**src/rtl/ptmr_pkg.sv**
```systemverilog
package ptmr_pkg;
  localparam int DATA_W  = 32;
  localparam int ADDR_W  = 4;
  localparam int CNT_W   = 20;
  localparam int OVF_W   = 12;
  localparam int PRESC_W = 4;
  localparam int EN_POS  = 24;
  localparam int IEN_POS = 25;

  typedef enum logic [1:0] {
    SEL_CTRL  = 2'd0,
    SEL_FLAG  = 2'd1,
    SEL_SNAP  = 2'd2,
    SEL_PEEK  = 2'd3
  } reg_sel_e;
endpackage

```
**src/rtl/ptmr_prescale.sv**
```systemverilog
module ptmr_prescale #(
  parameter int W = 4
) (
  input  logic clk,
  input  logic rst_n,
  input  logic run_i,
  output logic tick_o
);
  logic [W-1:0] div_q, div_d;

  always_comb begin
    div_d  = div_q;
    tick_o = 1'b0;
    if (run_i) begin
      div_d  = div_q + 1'b1;
      tick_o = (div_q == {W{1'b1}});
    end else begin
      div_d  = '0;
    end
  end

  always_ff @(posedge clk or negedge rst_n) begin
    if (!rst_n) div_q <= '0;
    else        div_q <= div_d;
  end
endmodule

```
**src/rtl/ptmr_core.sv**
```systemverilog
module ptmr_core #(
  parameter int CNT_W = 20,
  parameter int OVF_W = 12
) (
  input  logic             clk,
  input  logic             rst_n,
  input  logic             tick_i,
  input  logic             en_i,
  input  logic [CNT_W-1:0] lim_reg_i,
  input  logic             ld_i,
  input  logic [CNT_W-1:0] ld_lim_i,
  input  logic             ack_i,
  output logic [CNT_W-1:0] cnt_o,
  output logic [OVF_W-1:0] ovf_o,
  output logic             flag_o,
  output logic             run_o
);
  localparam logic [OVF_W-1:0] OVF_MAX = {OVF_W{1'b1}};

  logic [CNT_W-1:0] cnt_q, cnt_d, lim_q, lim_d;
  logic [OVF_W-1:0] ovf_q, ovf_d;
  logic             flag_q, flag_d;
  logic             wrap;

  assign run_o = en_i | (cnt_q != '0);
  assign wrap  = tick_i && (cnt_q == lim_q);

  always_comb begin
    cnt_d = cnt_q;
    if (tick_i) cnt_d = wrap ? '0 : cnt_q + 1'b1;

    lim_d = lim_q;
    if (!run_o) lim_d = ld_i ? ld_lim_i : lim_reg_i;
    else if (wrap) lim_d = lim_reg_i;

    ovf_d = ovf_q;
    if (ack_i && wrap)        ovf_d = {{(OVF_W-1){1'b0}}, 1'b1};
    else if (ack_i)           ovf_d = '0;
    else if (wrap && ovf_q != OVF_MAX) ovf_d = ovf_q + 1'b1;

    flag_d = flag_q;
    if (wrap)       flag_d = 1'b1;
    else if (ack_i) flag_d = 1'b0;
  end

  always_ff @(posedge clk or negedge rst_n) begin
    if (!rst_n) begin
      cnt_q  <= '0;
      lim_q  <= '0;
      ovf_q  <= '0;
      flag_q <= 1'b0;
    end else begin
      cnt_q  <= cnt_d;
      lim_q  <= lim_d;
      ovf_q  <= ovf_d;
      flag_q <= flag_d;
    end
  end

  assign cnt_o  = cnt_q;
  assign ovf_o  = ovf_q;
  assign flag_o = flag_q;


  cnt_hold_chk: assert property (@(posedge clk) disable iff (!rst_n)
    !tick_i |=> $stable(cnt_q));

  cnt_wrap_chk: assert property (@(posedge clk) disable iff (!rst_n)
    (tick_i && cnt_q == lim_q) |=> (cnt_q == '0) && flag_q);

  flag_sticky_chk: assert property (@(posedge clk) disable iff (!rst_n)
    (flag_q && !ack_i) |=> flag_q);

  ack_collide_chk: assert property (@(posedge clk) disable iff (!rst_n)
    (ack_i && tick_i && cnt_q == lim_q) |=> (ovf_q == 1) && flag_q);

  ovf_sat_chk: assert property (@(posedge clk) disable iff (!rst_n)
    (ovf_q == OVF_MAX && !ack_i) |=> (ovf_q == OVF_MAX));

  idle_hold_chk: assert property (@(posedge clk) disable iff (!rst_n)
    (!en_i && cnt_q == '0) |=> (cnt_q == '0));
endmodule

```
**src/rtl/ptmr_regs.sv**
```systemverilog
module ptmr_regs
  import ptmr_pkg::*;
#(
  parameter int CNT_W = 20,
  parameter int OVF_W = 12
) (
  input  logic              clk,
  input  logic              rst_n,
  input  logic              rd_en_i,
  input  logic              wr_en_i,
  input  logic [ADDR_W-1:0] addr_i,
  input  logic [DATA_W-1:0] wdata_i,
  input  logic [CNT_W-1:0]  cnt_i,
  input  logic [OVF_W-1:0]  ovf_i,
  input  logic              flag_i,
  output logic [DATA_W-1:0] rdata_o,
  output logic [CNT_W-1:0]  lim_o,
  output logic              en_o,
  output logic              ien_o,
  output logic              ld_o,
  output logic [CNT_W-1:0]  ld_lim_o,
  output logic              ack_o
);
  logic             mapped;
  reg_sel_e         sel;
  logic [CNT_W-1:0] lim_q, lim_d;
  logic             en_q, en_d, ien_q, ien_d;
  logic             unused_wbits;

  assign mapped   = (addr_i[1:0] == 2'b00);
  assign sel      = reg_sel_e'(addr_i[3:2]);
  assign ld_o     = wr_en_i && mapped && (sel == SEL_CTRL);
  assign ld_lim_o = wdata_i[CNT_W-1:0];
  assign ack_o    = rd_en_i && mapped && (sel == SEL_SNAP);
  assign unused_wbits = ^{wdata_i[DATA_W-1:IEN_POS+1], wdata_i[EN_POS-1:CNT_W]};

  always_comb begin
    lim_d = lim_q;
    en_d  = en_q;
    ien_d = ien_q;
    if (ld_o) begin
      lim_d = wdata_i[CNT_W-1:0];
      en_d  = wdata_i[EN_POS];
      ien_d = wdata_i[IEN_POS];
    end
  end

  always_ff @(posedge clk or negedge rst_n) begin
    if (!rst_n) begin
      lim_q <= '0;
      en_q  <= 1'b0;
      ien_q <= 1'b0;
    end else begin
      lim_q <= lim_d;
      en_q  <= en_d;
      ien_q <= ien_d;
    end
  end

  always_comb begin
    rdata_o = '0;
    if (rd_en_i && mapped) begin
      unique case (sel)
        SEL_CTRL: begin
          rdata_o[CNT_W-1:0] = lim_q;
          rdata_o[EN_POS]    = en_q;
          rdata_o[IEN_POS]   = ien_q;
        end
        SEL_FLAG: rdata_o[0] = flag_i;
        SEL_SNAP, SEL_PEEK: begin
          rdata_o[CNT_W-1:0]     = cnt_i;
          rdata_o[CNT_W +: OVF_W] = ovf_i;
        end
        default: rdata_o = '0;
      endcase
    end
  end

  assign lim_o = lim_q;
  assign en_o  = en_q;
  assign ien_o = ien_q;


  stray_write_chk: assert property (@(posedge clk) disable iff (!rst_n)
    (wr_en_i && !(mapped && sel == SEL_CTRL)) |=> $stable({lim_q, en_q, ien_q}));
endmodule

```
**src/rtl/ptmr_top.sv**
```systemverilog
module ptmr_top
  import ptmr_pkg::*;
(
  input  logic              clk,
  input  logic              rst_n,
  input  logic              rd_en_i,
  input  logic              wr_en_i,
  input  logic [ADDR_W-1:0] addr_i,
  input  logic [DATA_W-1:0] wdata_i,
  output logic [DATA_W-1:0] rdata_o,
  output logic              irq_o
);
  logic [CNT_W-1:0] lim, ld_lim, cnt;
  logic [OVF_W-1:0] ovf;
  logic             en, ien, ld, ack, flag, run, tick;

  ptmr_regs #(.CNT_W(CNT_W), .OVF_W(OVF_W)) u_regs (
    .clk(clk), .rst_n(rst_n), .rd_en_i(rd_en_i), .wr_en_i(wr_en_i),
    .addr_i(addr_i), .wdata_i(wdata_i), .cnt_i(cnt), .ovf_i(ovf),
    .flag_i(flag), .rdata_o(rdata_o), .lim_o(lim), .en_o(en),
    .ien_o(ien), .ld_o(ld), .ld_lim_o(ld_lim), .ack_o(ack)
  );

  ptmr_prescale #(.W(PRESC_W)) u_presc (
    .clk(clk), .rst_n(rst_n), .run_i(run), .tick_o(tick)
  );

  ptmr_core #(.CNT_W(CNT_W), .OVF_W(OVF_W)) u_core (
    .clk(clk), .rst_n(rst_n), .tick_i(tick), .en_i(en), .lim_reg_i(lim),
    .ld_i(ld), .ld_lim_i(ld_lim), .ack_i(ack), .cnt_o(cnt), .ovf_o(ovf),
    .flag_o(flag), .run_o(run)
  );

  assign irq_o = flag & ien;


  irq_level_chk: assert property (@(posedge clk) disable iff (!rst_n)
    (flag && ien && !ack && !ld) |=> irq_o);

  tick_needs_run_chk: assert property (@(posedge clk) disable iff (!rst_n)
    tick |-> run);
endmodule

```
**config.mk**
```make
export PLATFORM = sky130hd
export DESIGN_NAME = ptmr_top
export DESIGN_NICKNAME = d
export VERILOG_FILES = /design/src/rtl/ptmr_pkg.sv /design/src/rtl/ptmr_prescale.sv /design/src/rtl/ptmr_core.sv /design/src/rtl/ptmr_regs.sv /design/src/rtl/ptmr_top.sv
export SDC_FILE = /design/constraint.sdc
export NUM_CORES = 1
export LEC_CHECK = 0
export ABC_AREA = 1
export BUFFER_PORTS_ARGS = -buffer_cell sky130_fd_sc_hd__buf_4
export CORE_MARGIN = 3
export CORE_UTILIZATION = 40
export CTS_BUF_LIST = sky130_fd_sc_hd__clkbuf_4 sky130_fd_sc_hd__clkbuf_8 sky130_fd_sc_hd__clkbuf_16
export CTS_CLUSTER_SIZE = 14
export DETAILED_ROUTE_END_ITERATION = 10
export PLACE_DENSITY = 0.58
export SLEW_MARGIN = 20
export SYNTH_ARGS = -nofsm -noshare
export SYNTH_HDL_FRONTEND = slang
export SYNTH_SLANG_ARGS = --single-unit
```
**constraint.sdc**
```tcl
create_clock -name clk -period 1.8 [get_ports clk]
set_clock_uncertainty 0.1 [all_clocks]
set_input_delay 0.18 -clock clk [delete_from_list [all_inputs] [get_ports clk]]
set_output_delay 0.18 -clock clk [all_outputs]
set_load 0.005 [all_outputs]
```
# Yosys cells after proc, flatten, opt, wreduce, memory -nomap -nowiden

Index checks and enable logic that the tools add are counted.

Add/sub/neg operators: 3
Equal/unequal tests: 7
Muxes and demuxes: 17
Bitwise logic cells: 2
Reductions and logical operators: 13

Operators by type and width:

| kind                                                                   | count |
|---|---|
| 20-bit 2-to-1 mux                                                      | 4 |
| 19-bit one-hot mux with 2 select lines                                 | 1 |
| 12-bit 2-to-1 mux                                                      | 3 |
| 32-bit 2-to-1 mux                                                      | 1 |
| 20-bit by 1-bit adder with 20-bit output (second input constant)       | 1 |
| 20-bit equality test                                                   | 1 |
| 20-bit nonzero test                                                    | 1 |
| 12-bit by 1-bit adder with 12-bit output (second input constant)       | 1 |
| 12-bit != test (second input constant)                                 | 1 |
| 4-bit 2-to-1 mux                                                       | 2 |
| 1-bit logical AND                                                      | 7 |
| 6-bit 2-to-1 mux                                                       | 1 |
| 4-bit by 1-bit adder with 4-bit output (second input constant)         | 1 |
| 2-bit equality test (second input constant)                            | 2 |
| 4-bit equality test (second input constant)                            | 1 |
| 2-bit logical NOT                                                      | 2 |
| 2-bit one-hot mux with 2 select lines                                  | 1 |
| 1-bit 2-to-1 mux                                                       | 3 |
| 1-bit one-hot mux with 3 select lines                                  | 1 |
| 3-bit nonzero test                                                     | 1 |
| 2-bit by 1-bit equality test with 1-bit output (second input constant) | 1 |
| 2-bit by 1-bit != test with 1-bit output (second input constant)       | 1 |
| 2-bit nonzero test                                                     | 1 |
| 2-bit OR reduction                                                     | 1 |
| other kinds (2)                                                        | 2 |

Register bits: 79
Output and inout port bits: 33
Logic and storage cells: 50

# Logic depth before layout (Yosys ltp)

Word-level depth: 8
Depth in mapped cells: 13

# Hierarchy

Synthesis repeated with hierarchy kept, for this count alone.

Cells, all modules: 837
Area total of the unflattened synthesis: 5674.2 µm²

By module, submodules not included:

| module        | instances | cells an instance | area an instance (µm²) | sequential area each (µm²) |
|---|---|---|---|---|
| ptmr_core     | 1         | 589               | 3920.0                 | 1326.3 |
| ptmr_regs     | 1         | 227               | 1571.5                 | 550.5 |
| ptmr_prescale | 1         | 19                | 175.2                  | 100.1 |
| ptmr_top      | 1         | 2                 | 7.5                    | 0.0 |

# Worst setup path before layout

OpenSTA, ideal clock, no wires.

Kind: register to register
Start: register u_core.cnt_q[0] (netlist: u_core.cnt_o[0])
End: register u_core.ovf_q[10] (netlist: u_core.ovf_o[10])
Library setup time: 0.117 ns
Data arrival time: 1.614 ns
Required time: 1.583 ns
Path slack: -0.031 ns
Cell stages (with the launch flop): 13
Path buffers: 1
Path through: dfrtp_1 > inv_1 > ha_1 > nand4_1 > nor2_1 > nand3_2 > nand2_4 > inv_4 > nand3_2 > nand2_1 > buf_4 > nand2_1 > nand2_1

Longest elaborated chain between the ends: 6

RTL lines:

| what                                                              | line                             | source |
|---|---|---|
| from (decl)                                                       | ptmr_core.sv:20                  | `logic [CNT_W-1:0] cnt_q, cnt_d, lim_q, lim_d;` |
| from (signal assigned)                                            | ptmr_core.sv:53                  | `cnt_q <= cnt_d;` |
| 20-bit nonzero test                                               | ptmr_core.sv:25                  | `assign run_o = en_i \| (cnt_q != '0);` |
| 1-bit bitwise OR                                                  | ptmr_core.sv:25                  |  |
| 1-bit 2-to-1 mux                                                  | ptmr_prescale.sv:14              | `if (run_i) begin` |
| 1-bit logical AND *                                               | ptmr_core.sv:26                  | `assign wrap = tick_i && (cnt_q == lim_q);` |
| 1-bit logical AND (on tied branches)                              | ptmr_core.sv:39, ptmr_core.sv:37 |  |
| 3-bit nonzero test (no line) or 12-bit 2-to-1 mux (tied branches) | n/a                              |  |
| to (signal assigned)                                              | ptmr_core.sv:55                  | `ovf_q <= ovf_d;` |
| to (decl)                                                         | ptmr_core.sv:21                  | `logic [OVF_W-1:0] ovf_q, ovf_d;` |

Mark *: on every way between the ends. The rest lies on a longest branch, timed or not.
A chain may end at the register's enable or synchronous reset.

# Worst setup path in the final report

Start: register u_core.cnt_q[1] (netlist: u_core.cnt_o[1])
End: register u_core.ovf_q[9] (netlist: u_core.ovf_o[9])

Same word-level chain as after synthesis.

==> out/results.tsv <==
stage	metric	value	unit
status	status	finished with violations	
status	violations	negative setup slack	
detailed_routing	drt_first_pass_iters	5	
cts	cts.sinks	79	
cts	cts_tree	built	
yosys	synthArstFlopShare	100.0	%
yosys	synth_top_family_by_area	simple AND/OR/NAND/NOR gates	
pwr	powerDensity	929.3	mW/mm²
floorplan	num_rows	39	
detailed_routing	wire_per_inst	16.91	µm
timing	finalCritPeriodShare	103.2	%
yosys	synth.distinct_cells	32	
floorplan	fp.dieArea	0.01351	mm²
timing	fmax	538.4	MHz
floorplan	die_width	116.2	µm
detailed_routing	drcViolationCount	0	
final_layout	nNetsFinal	878	
yosys	synth_top_area_cell	dfrtp_1	
timing	tightest_slew	0.4086	ns
final_layout	n_antenna_cell	0	
critical_path	startpoint_type	register	
final_layout	fin_area	0.006729	mm²
pwr	vdd_drop_max	0.6187	mV
critical_path	crit_required	1.95	ns
pwr	p_leak	3.373	nW
floorplan	core_area	0.01166	mm²
floorplan	start_util	41.68	%
global_routing	use_met1	35.10	%
global_routing	grtUsageMet3	3.782	%
global_routing	busiest_layer	met2	
final_layout	area_growth	38.43	%
pwr	clockPowerShare	30.5	%
pwr	internal_power	4.084	mW
yosys	yosys-top-cells-count	nand2_1, nand3_1, dfrtp_1	
worst_hold_path	hold_class	in2async	
yosys	syn_nets	729	
detailed_routing	final_antenna_net_count	0	
detailed_routing	routed_wl	16.61	mm
cts	cts_buffers	9	
floorplan	die_height	116.2	µm
floorplan	boundaryPins	73	
cts	clkLatencyLatePin	0.35	ns
placed_design	gp_congestion	0.9310	
pwr	netSwitchingPower	2.169	mW
detailed_routing	vias	5230	
global_routing	track_usage	25.11	%
global_routing	antenna_found_initial	0	
yosys	synthCells	685	
yosys	yosysMostFrequentCell	nand2_1	
critical_path	cp-end-kind	register	
global_routing	use_met2	40.16	%
yosys	synth_area_per_cell	7.096	µm²
pwr	switching_share	34.69	%
pwr	p_seq_share	40.3	%
global_routing	grt_pass1_vias	4972	
global_routing	grt_max_degree	36	
detailed_routing	drt-vias-per-instance	5.326	
yosys	ys.flop_type	dfrtp_1	
timing	setup_viol	44	
cts	cts.reportedPaths.clkPinSlew	0.07	ns
run	maxCapViolCount	0	
cts	root_buffer	clkbuf_16	
yosys	synth_fa_ha_area_share	1.030	%
critical_path	worstPathArrival	2.01	ns
timing	relSlewSlack	72.73	%
global_routing	grt_pass1_wl	26.04	mm
placed_design	port_buffers	62	
timing	grt_setup_unrepaired	true	
final_layout	drive_above_1_share	25.39	%
global_routing	gr-total-overflow	0	
yosys	synth_edf_count	0	
critical_path	path_max_fanout	6	
placed_design	placed_cell_area	0.005987	mm²
yosys	synth_compound_area_share	5.148	%
critical_path	setup.worst_path.class	reg2reg	
timing	maxSlewViolCount	0	
yosys	synth_seq_cells	79	
timing	tns	-1.457	ns
cts	cts_buffer_depth	2	
timing	fin_ws	-0.05723	ns
yosys	synth_top_area_share	40.67	%
yosys	yosys-mux-area-fraction	0	%
timing	post-route-min-period	1.857	ns
yosys	synth-xor-area-share	4.685	%
yosys	synth-simple-area-share	39.51	%
timing	hold_violations	0	
yosys	synth_seq_area_share	40.67	%
placed_design	hpwl	11.72	mm
yosys	synth_area_leaders	dfrtp_1, nand2_1, nand3_1	
detailed_routing	drt_iter0_markers	363	
final_layout	multi_input_area	0.002527	mm²
yosys	synthesis.area	0.004861	mm²
final_layout	fill_cells	1089	
cts	cts_max_level	3	
pwr	combPwrFrac	29.2	%
yosys	yosysWarnings	0	
final_layout	regArea	0.001977	mm²
[cell usage in the layout (no fill, tap or decap), types with 2 or more instances in the layout]
master / Yosys / routed
a21oi_1: 5 / 5
o21ai_0: 13 / 12
clkbuf_16: 0 / 11
xnor2_2: 0 / 2
nand2_2: 0 / 3
dlygate4sd3_1: 0 / 23
o31ai_1: 2 / 2
nor2_1: 57 / 52
clkinvlp_4: 0 / 2
nor3b_1: 2 / 2
buf_6: 5 / 6
nand3_1: 81 / 80
nor2_4: 1 / 2
buf_4: 1 / 136
clkinv_4: 0 / 3
nand2_4: 2 / 3
nand3b_1: 3 / 3
xor2_1: 15 / 15
xnor2_1: 11 / 9
nand4_1: 34 / 34
nand2_1: 232 / 228
nor3_2: 1 / 3
nand3_2: 2 / 3
nor2_2: 4 / 8
inv_4: 1 / 3
ha_1: 4 / 3
inv_1: 43 / 41
buf_12: 0 / 6
inv_2: 15 / 15
o22ai_1: 21 / 21
dfrtp_1: 79 / 79
nor3_1: 17 / 15
[through the flow]
stage / util (%) / instances / hold slack [ns] / power [mW] / setup WS [ns]
6_report: 57.70 / 982 / 0.1888 / 6.253 / -0.05723
5_1_grt: 57.70 / 982 / 0.2165 / 6.659 / -0.1899
4_1_cts: 56.65 / 978 / 0.2020 / 6.090 / -0.05849
3_5_place_dp: 51.34 / 935 / 0.02496 / 4.109 / -0.09196
2_1_floorplan: - / 685 / -0.2156 / 3.493 / 0.02197
3_3_place_gp: 51.34 / 935 / 0.02639 / 4.071 / -0.07929
[logic make-up (layout without fill, tap and decap cells)]
group	after synthesis	in the layout
DFF	79	79
adders and majority gates	4	4
buffers and inverters	96	250
and+or+nand+nor	437	437
AOI/OAI and AO/OA	43	43
xor gates and xnor gates	26	26
[state kept, by name (all words and copies together) (netlist names)]
register and flops:
u_core.cnt_o 20, u_core.flag_o 1, u_core.lim_q 20, u_core.ovf_o 12, u_presc.div_q 4, u_regs.en_o 1
u_regs.ien_o 1, u_regs.lim_o 20
[power groups by stage]
stage | combinational [mW] | clock, mW | sequential [mW]
final | 1.82 | 1.91 | 2.52
after global routing | 2.04 | 2.04 | 2.58
after CTS | 1.65 | 1.93 | 2.51
after detailed placement | 1.57 | 0 | 2.54
after global placement | 1.55 | 0 | 2.52
after floorplan | 1.05 | 0 | 2.44
[final cells by class]
cell class / count / share of cell area (%)
Sequential cell: 79 / 29.38
Multi-Input combinational cell: 510 / 37.56
Timing Repair Buffer: 175 / 22.42
Clock inverter: 7 / 1.227
Tap cell: 143 / 2.659
Clock buffer: 9 / 3.347
Inverter: 59 / 3.403
[worst paths after layout]
kind	startpoint	endpoint	slack, ns	cells past startpoint
worst max-delay path	u_core.cnt_o[1]	u_core.ovf_o[9]	-0.06	12
worst min register to register	u_presc.div_q[0]	u_presc.div_q[0]	0.36	1
max in group asynchronous	rst_n	u_core.lim_q[13]	0.89	3
min in group clk	wr_en_i	u_regs.ien_o	0.30	5
worst max register to register	u_core.cnt_o[1]	u_core.ovf_o[9]	-0.06	12
worst min-delay path	rst_n	u_core.ovf_o[7]	0.19	2
[repair_timing]
action                                 4_1_cts  5_1_grt
setup endpoints to repair                   53       71
gates resized for setup                     13       17
hold buffers                                23        0
pin swaps                                    1        4
setup buffers                                3        1
cloned                                       1        3
endpoints found under the hold margin       44        0
[worst max-delay path, stage by stage, from the launching register on]
cell and delay, ns:
dfrtp_1 0.40, inv_2 0.09, buf_4 0.13, nand2_1 0.05, nand2_1 0.07, nand2_1 0.05
nor2_1 0.12, nand3_2 0.10, nor2_4 0.18, nand3_2 0.14, buf_2 0.20, nand3_1 0.08
nand2_1 0.05
[layer usage]
metal  vias to the layer above  wire length [µm]  part of all wire (%)
li1                       2539                 -                     -
met1                      2490              7599                    46
met4                         0               269                   1.6
met2                       178              7855                    47
met3                        23               883                   5.3
met5                         -                 0                     0
Note: power is estimated with default switching activity, not from simulation.
